### config.mk
export PLATFORM = sky130hd
export DESIGN_NAME = useq_top
export DESIGN_NICKNAME = d
export VERILOG_FILES = /design/src/rtl/useq_pkg.sv /design/src/rtl/useq_rom.sv /design/src/rtl/useq_dispatch.sv /design/src/rtl/useq_next.sv /design/src/rtl/useq_top.sv
export SDC_FILE = /design/constraint.sdc
export NUM_CORES = 1
export LEC_CHECK = 0
export BUFFER_PORTS_ARGS = -buffer_cell sky130_fd_sc_hd__buf_2
export CORE_ASPECT_RATIO = 1.75
export CORE_UTILIZATION = 40
export CTS_CLUSTER_SIZE = 10
export DETAILED_ROUTE_END_ITERATION = 10
export GPL_TIMING_DRIVEN = 0
export SYNTH_ARGS = -nofsm -noshare
export SYNTH_HDL_FRONTEND = slang
export SYNTH_SLANG_ARGS = --single-unit
### constraint.sdc
create_clock -name clk -period 2.9 [get_ports clk]
set_input_delay 0.87 -clock clk [delete_from_list [all_inputs] [get_ports clk]]
set_output_delay 0.87 -clock clk [all_outputs]
set_load 0.05 [all_outputs]
### src/rtl/useq_pkg.sv
package useq_pkg;
  typedef enum logic [2:0] {
    JT_NEXT  = 3'd0,
    JT_SPIN  = 3'd1,
    JT_FETCH = 3'd2,
    JT_DISP  = 3'd3,
    JT_FEQZ  = 3'd4,
    JT_FNEZ  = 3'd5
  } jump_t;

  // control vector bit positions
  localparam int C_LD_IR  = 0;
  localparam int C_LD_A   = 1;
  localparam int C_LD_B   = 2;
  localparam int C_LD_MA  = 3;
  localparam int C_REG_WR = 4;
  localparam int C_REG_EN = 5;
  localparam int C_MEM_EN = 6;
  localparam int C_MEM_WR = 7;
  localparam int C_ALU_EN = 8;
  localparam int C_IMM_EN = 9;
  localparam int C_OPSEL  = 10; // 2 bits
  localparam int C_EXTSEL = 12; // 2 bits
  localparam int C_REGSEL = 14; // 3 bits
  localparam int CTRL_BITS = 17;

  localparam logic [2:0] RS_RS = 3'd0;
  localparam logic [2:0] RS_RT = 3'd1;
  localparam logic [2:0] RS_RD = 3'd2;
  localparam logic [2:0] RS_PC = 3'd4;
endpackage

### src/rtl/useq_rom.sv
module useq_rom
  import useq_pkg::*;
#(
  parameter int ADDR_W = 5,
  parameter int CTRL_W = CTRL_BITS
) (
  input  logic                             clk,
  input  logic [ADDR_W-1:0]                rd_addr,
  output logic [ADDR_W+3+CTRL_W-1:0]       rd_word
);
  localparam int WORD_W = ADDR_W + 3 + CTRL_W;
  localparam int DEPTH  = 1 << ADDR_W;

  logic [WORD_W-1:0] mem [DEPTH];

  function automatic logic [WORD_W-1:0] build(input int a);
    logic [CTRL_W-1:0] c;
    logic [2:0]        j;
    c = '0;
    j = JT_NEXT;
    case (a)
      0:  begin c[C_LD_MA] = 1'b1; c[C_REG_EN] = 1'b1; c[C_REGSEL+:3] = RS_PC; end
      1:  begin c[C_LD_IR] = 1'b1; c[C_MEM_EN] = 1'b1; j = JT_SPIN; end
      2:  begin c[C_LD_A] = 1'b1; c[C_REG_EN] = 1'b1; c[C_REGSEL+:3] = RS_PC; end
      3:  begin c[C_ALU_EN] = 1'b1; c[C_OPSEL+:2] = 2'd1; c[C_REG_WR] = 1'b1;
                c[C_REGSEL+:3] = RS_PC; j = JT_DISP; end
      4:  begin c[C_LD_A] = 1'b1; c[C_REG_EN] = 1'b1; c[C_REGSEL+:3] = RS_RS; end
      5:  begin c[C_LD_B] = 1'b1; c[C_REG_EN] = 1'b1; c[C_REGSEL+:3] = RS_RT; end
      6:  begin c[C_ALU_EN] = 1'b1; c[C_REG_WR] = 1'b1; c[C_REGSEL+:3] = RS_RD; j = JT_FETCH; end
      7, 12: begin c[C_LD_A] = 1'b1; c[C_REG_EN] = 1'b1; c[C_REGSEL+:3] = RS_RS; end
      8, 13: begin c[C_LD_B] = 1'b1; c[C_IMM_EN] = 1'b1; end
      9, 14: begin c[C_LD_MA] = 1'b1; c[C_ALU_EN] = 1'b1; end
      10: begin c[C_MEM_EN] = 1'b1; c[C_REG_WR] = 1'b1; c[C_REGSEL+:3] = RS_RT; j = JT_SPIN; end
      15: begin c[C_MEM_EN] = 1'b1; c[C_MEM_WR] = 1'b1; c[C_REG_EN] = 1'b1;
                c[C_REGSEL+:3] = RS_RT; j = JT_SPIN; end
      11, 16: j = JT_FETCH;
      17, 22: begin c[C_LD_A] = 1'b1; c[C_REG_EN] = 1'b1; c[C_REGSEL+:3] = RS_RS; end
      18: j = JT_FNEZ;
      23: j = JT_FEQZ;
      19, 24, 27: begin c[C_LD_A] = 1'b1; c[C_REG_EN] = 1'b1; c[C_REGSEL+:3] = RS_PC; end
      20, 25: begin c[C_LD_B] = 1'b1; c[C_IMM_EN] = 1'b1; c[C_EXTSEL+:2] = 2'd1; end
      28: begin c[C_LD_B] = 1'b1; c[C_IMM_EN] = 1'b1; c[C_EXTSEL+:2] = 2'd2; end
      21, 26, 29: begin c[C_ALU_EN] = 1'b1; c[C_REG_WR] = 1'b1;
                    c[C_REGSEL+:3] = RS_PC; j = JT_FETCH; end
      30: j = 3'd6;
      31: j = 3'd7;
      default: j = JT_NEXT;
    endcase
    // target field is 0 for every word: fetch and both branches return to fetch
    return {{ADDR_W{1'b0}}, j, c};
  endfunction

  initial begin
    for (int i = 0; i < DEPTH; i++) mem[i] = build(i);
  end

  always_ff @(posedge clk) rd_word <= mem[rd_addr];
endmodule

### src/rtl/useq_dispatch.sv
module useq_dispatch #(
  parameter int OP_W   = 6,
  parameter int ADDR_W = 5
) (
  input  logic [OP_W-1:0]   opcode,
  output logic [ADDR_W-1:0] entry
);
  localparam logic [ADDR_W-1:0] E_ALU = ADDR_W'(4);
  localparam logic [ADDR_W-1:0] E_LD  = ADDR_W'(7);
  localparam logic [ADDR_W-1:0] E_ST  = ADDR_W'(12);
  localparam logic [ADDR_W-1:0] E_BZ  = ADDR_W'(17);
  localparam logic [ADDR_W-1:0] E_BNZ = ADDR_W'(22);
  localparam logic [ADDR_W-1:0] E_JMP = ADDR_W'(27);
  localparam logic [ADDR_W-1:0] E_BAD = ADDR_W'(30);

  // group the opcode first, then map the group to one entry word
  always_comb begin
    if (opcode == OP_W'(0) || opcode[OP_W-1:3] == (OP_W-3)'(1)) entry = E_ALU;
    else if (opcode == OP_W'('h23)) entry = E_LD;
    else if (opcode == OP_W'('h2B)) entry = E_ST;
    else if (opcode == OP_W'('h04)) entry = E_BZ;
    else if (opcode == OP_W'('h05)) entry = E_BNZ;
    else if (opcode == OP_W'('h02)) entry = E_JMP;
    else entry = E_BAD;
  end
endmodule

### src/rtl/useq_next.sv
module useq_next
  import useq_pkg::*;
#(
  parameter int ADDR_W = 5
) (
  input  logic [ADDR_W-1:0] cur,
  input  logic [2:0]        jcode,
  input  logic [ADDR_W-1:0] target,
  input  logic [ADDR_W-1:0] entry,
  input  logic              zero,
  input  logic              busy,
  output logic [ADDR_W-1:0] nxt
);
  logic [ADDR_W-1:0] inc;
  assign inc = cur + ADDR_W'(1);

  always_comb begin
    case (jcode)
      JT_SPIN:  nxt = busy ? cur : inc;
      JT_FETCH: nxt = target;
      JT_DISP:  nxt = entry;
      JT_FEQZ:  nxt = zero ? target : inc;
      JT_FNEZ:  nxt = zero ? inc : target;
      default:  nxt = inc;
    endcase
  end
endmodule

### src/rtl/useq_top.sv
module useq_top
  import useq_pkg::*;
#(
  parameter int ADDR_W = 5,
  parameter int OP_W   = 6,
  parameter int CTRL_W = CTRL_BITS
) (
  input  logic              clk,
  input  logic              rst,
  input  logic [OP_W-1:0]   opcode,
  input  logic              zero,
  input  logic              busy,
  output logic [CTRL_W-1:0] ctrl,
  output logic [ADDR_W-1:0] upc
);
  localparam int WORD_W = ADDR_W + 3 + CTRL_W;
  localparam logic [ADDR_W-1:0] START = '0;

  logic [WORD_W-1:0] word;
  logic [ADDR_W-1:0] entry, nxt, rd_addr, target;
  logic [2:0]        jcode;

  assign ctrl   = word[CTRL_W-1:0];
  assign jcode  = word[CTRL_W+:3];
  assign target = word[CTRL_W+3+:ADDR_W];

  useq_dispatch #(.OP_W(OP_W), .ADDR_W(ADDR_W)) u_disp (
    .opcode(opcode), .entry(entry)
  );

  useq_next #(.ADDR_W(ADDR_W)) u_next (
    .cur(upc), .jcode(jcode), .target(target), .entry(entry),
    .zero(zero), .busy(busy), .nxt(nxt)
  );

  assign rd_addr = rst ? START : nxt;

  useq_rom #(.ADDR_W(ADDR_W), .CTRL_W(CTRL_W)) u_rom (
    .clk(clk), .rd_addr(rd_addr), .rd_word(word)
  );

  always_ff @(posedge clk) begin
    if (rst) upc <= START;
    else     upc <= nxt;
  end

  a_r1_reset_start: assert property (@(posedge clk) rst |=> upc == START);
  a_r2_sequential: assert property (@(posedge clk) disable iff (rst)
    (jcode == JT_NEXT || jcode == 3'd6 || jcode == 3'd7) |=> upc == $past(upc) + ADDR_W'(1));
  a_r3_spin_hold: assert property (@(posedge clk) disable iff (rst)
    (jcode == JT_SPIN && busy) |=> $stable(upc));
  a_r4_fetch_target: assert property (@(posedge clk) disable iff (rst)
    (jcode == JT_FETCH) |=> upc == START);
  a_r5_dispatch: assert property (@(posedge clk) disable iff (rst)
    (jcode == JT_DISP) |=> upc == $past(entry));
  a_r6_feqz_taken: assert property (@(posedge clk) disable iff (rst)
    (jcode == JT_FEQZ && zero) |=> upc == START);
  a_r7_fnez_fall: assert property (@(posedge clk) disable iff (rst)
    (jcode == JT_FNEZ && zero) |=> upc == $past(upc) + ADDR_W'(1));
endmodule

==> flow_summary_export.csv <==
group,metric,value,unit
run_status,status,"completed",
timing,max_freq,365,MHz
logic_synthesis,seq_area_frac_synth,31.3,%
logic_synthesis,synth.distinct_cells,60,
layout,fin_area,1830,um2
cts,cts_tree,"done",
layout,area_delta_synth_final,19.6,%
setup_path,path_max_fanout,6,
die,core_area,3630,um2
setup_path,regToRegSetupSlack,0.41,ns
place,io_buffers,30,
global_route,antenna_found_initial,0,
timing,rsz0062_at_grt,"false",
die,rows,29,
logic_synthesis,synth_cells,183,
layout,fill_cells,362,
logic_synthesis,yosysTopAreaCell,"dfxtp_1",
cts,cts_resized,2,
routing,vias,1503,
layout,nets,235,
timing,relSlewSlack,44.7,%
timing,fin_ws,0.158,ns
logic_synthesis,syn-cell-area,1530,um2
cts,clock_latency,0.27,ns
hold_path,hold_path_depth,2,
timing,setup_viol,0,
power_and_ir_drop,p_leak,0.806,nW
routing,detail_route.wl_per_cell,15.4,um
logic_synthesis,synth_edf_count,0,
setup_path,cp_data_arrival_time,2.95,ns
global_route,track_usage,20.6,%
power_and_ir_drop,ir_drop,0.609,mV
global_route,grt_pass1_vias,1479,
cts,cts.sinks,24,
cts,cts_max_path_buffers,2,
routing,drt_wl_total,4.05,mm
routing,drc,0,
layout,drive_above_1_share,29.0,%
die,initial_core_util,42.2,%
power_and_ir_drop,power.density,718,nW/um2
timing,slew_viol_final,0,
place,dpl_cell_area,1740,um2
setup_path,critPathLaunchType,"input pin",
logic_synthesis,synth_fp_nets,200,
logic_synthesis,ys_warn_count,0,
place,post-place-ws,-0.355,ns
routing,firstDrtPassIters,4,
timing,tightest_slew,0.823,ns
setup_path,timing.rr.start,"u_rom.rd_word[17]",
cts,cts_made_buffers,3,
timing,fin_worst_skew,0.00275,ns
timing,hold_ws,0.916,ns
logic_synthesis,async_flop_share,0,%
logic_synthesis,synth_common_cells,"dfxtp_1 (24), nor2_1 (16), a21oi_1 (12)",
logic_synthesis,syn_avg_cell_area,8.38,um2
cts,hold_buffers,0,
setup_path,regToRegEndpoint,"u_rom.rd_word[8]",
cts,cts_setup_buffers,0,
setup_path,r2r_cells,11,
routing,postRouteAntennaNets,0,
timing,min_period_over_period,94.5,%
cts,htree_levels,1,
run,maxCapViolCount,0,
hold_path,hp-class,"input pin to flip-flop",
place,place_congestion,0.899,
timing,tns,0,ns
die,die_h,83.9,um
hold_path,hold_start,"rst",
routing,viasPerCell,5.71,
die,dieWidth,48.8,um
cts,cts.root.buffer_cell,"clkbuf_8",
cts,cts.clk_slew.worst_paths,0.08,ns
place,dp_hpwl,3.11,mm
global_route,overflow,0,
layout,antennaDiodeCount,0,
timing,report.final.hold_viol_count,0,
logic_synthesis,synth_area_leaders,"dfxtp_1 (31%), ha_1 (5.7%), a21oi_1 (3.9%)",
setup_path,cp-end-kind,"flip-flop",
die,die-area,4090,um2
global_route,grt_pass1_wl,6.63,mm
setup_path,criticalPathCategory,"input pin to flip-flop",
logic_synthesis,yosysTopAreaCellShare,31.3,%
die,ios,32,
setup_path,crit_required,3.11,ns
logic_synthesis,ys_seq_elements,24,
logic_synthesis,ys.flop_type,"dfxtp_1",
hold_path,holdPathEnd,"upc[2]",
routing,drtIter0Drc,40,
layout,final_util,50.5,%
logic_synthesis,yosysMostFrequentCell,"dfxtp_1",
timing,period_needed,2.74,ns
global_route,grt_max_degree,14,
## power by group
part	switching, mW	total, mW	internal [mW]	leakage [nW]
Combinational	0.458	0.671	0.213	0.582
Clock	0.108	0.230	0.121	0.0288
Sequential	0.0281	0.414	0.386	0.195
Total	0.594	1.32	0.721	0.806
## layout by cell type (no fill, tap or decap), drive strengths merged, types with 4 or more instances in the layout
| master | netlist | layout |
|---|---|---|
| ha | 7 | 7 |
| nor3 | 7 | 7 |
| nor2 | 18 | 18 |
| nand3 | 4 | 4 |
| a21o | 4 | 4 |
| clkbuf | 1 | 5 |
| inv | 10 | 10 |
| dfxtp | 24 | 24 |
| nand2 | 10 | 10 |
| and3 | 4 | 4 |
| a21oi | 12 | 12 |
| nand2b | 4 | 4 |
| a211oi | 4 | 4 |
| buf | 9 | 39 |
| o21ai | 11 | 11 |
## logic make-up (layout without fill, tap and decap cells)
kind of cell / Yosys count / after routing / synth area share (%)
fa+ha+maj: 7 / 7 / 5.71
other cells: 1 / 1 / 0.245
compound gates: 56 / 56 / 26.5
xor+xnor: 3 / 3 / 2.20
buf+inv: 20 / 54 / 6.94
simple gates: 68 / 68 / 24.4
mux: 4 / 4 / 2.69
flops: 24 / 24 / 31.3
## through the flow
stage | std cells | power (mW)
floorplan | 183 | 0.913
global placement | 259 | 1.06
detailed placement | 259 | 1.06
CTS | 263 | 1.29
global route | 263 | 1.38
finish | 263 | 1.32
## cell type report
cell class	instances	area, um2	share of cell area (%)
Timing Repair Buffer	30	150	8.19
Sequential cell	24	480	26.2
Multi-Input combinational cell	139	983	53.7
Clock buffer	4	55.1	3.00
Tap cell	46	57.6	3.14
Inverter	10	37.5	2.05
Buffer	10	68.8	3.75
## worst max path at each step
stage	startpoint	to	slack [ns]
after floorplan	busy	u_rom.rd_word[8]	0.17
after global routing	opcode[2]	u_rom.rd_word[18]	0.005
after global placement	busy	u_rom.rd_word[8]	-0.30
after detailed placement	busy	u_rom.rd_word[8]	-0.36
after CTS	busy	u_rom.rd_word[8]	-0.009
final	opcode[2]	u_rom.rd_word[18]	0.16
## per-layer routing
| layer | up-vias | track usage [%] | wire length [um] |
|---|---|---|---|
| met2 | 54 | 39.1 | 2110 |
| met5 | - | 0 | 0 |
| li1 | 736 | - | - |
| met1 | 700 | 21.2 | 1600 |
| met4 | 0 | 11.8 | 176 |
| met3 | 13 | 1.82 | 162 |
## critical path, stage by stage
cell      delay (ns)
buf_2           0.13
and4b_1         0.31
a21oi_1         0.06
o211ai_1        0.27
nand2_2         0.19
inv_2           0.15
ha_2            0.27
inv_1           0.12
and3_1          0.16
a221o_1         0.28
a21oi_1         0.14
## flip-flops by register name, summed over array words and instances, names as in the netlist
signal         flops
u_rom.rd_word     19
upc                5
(Power assumes the default switching activity.)
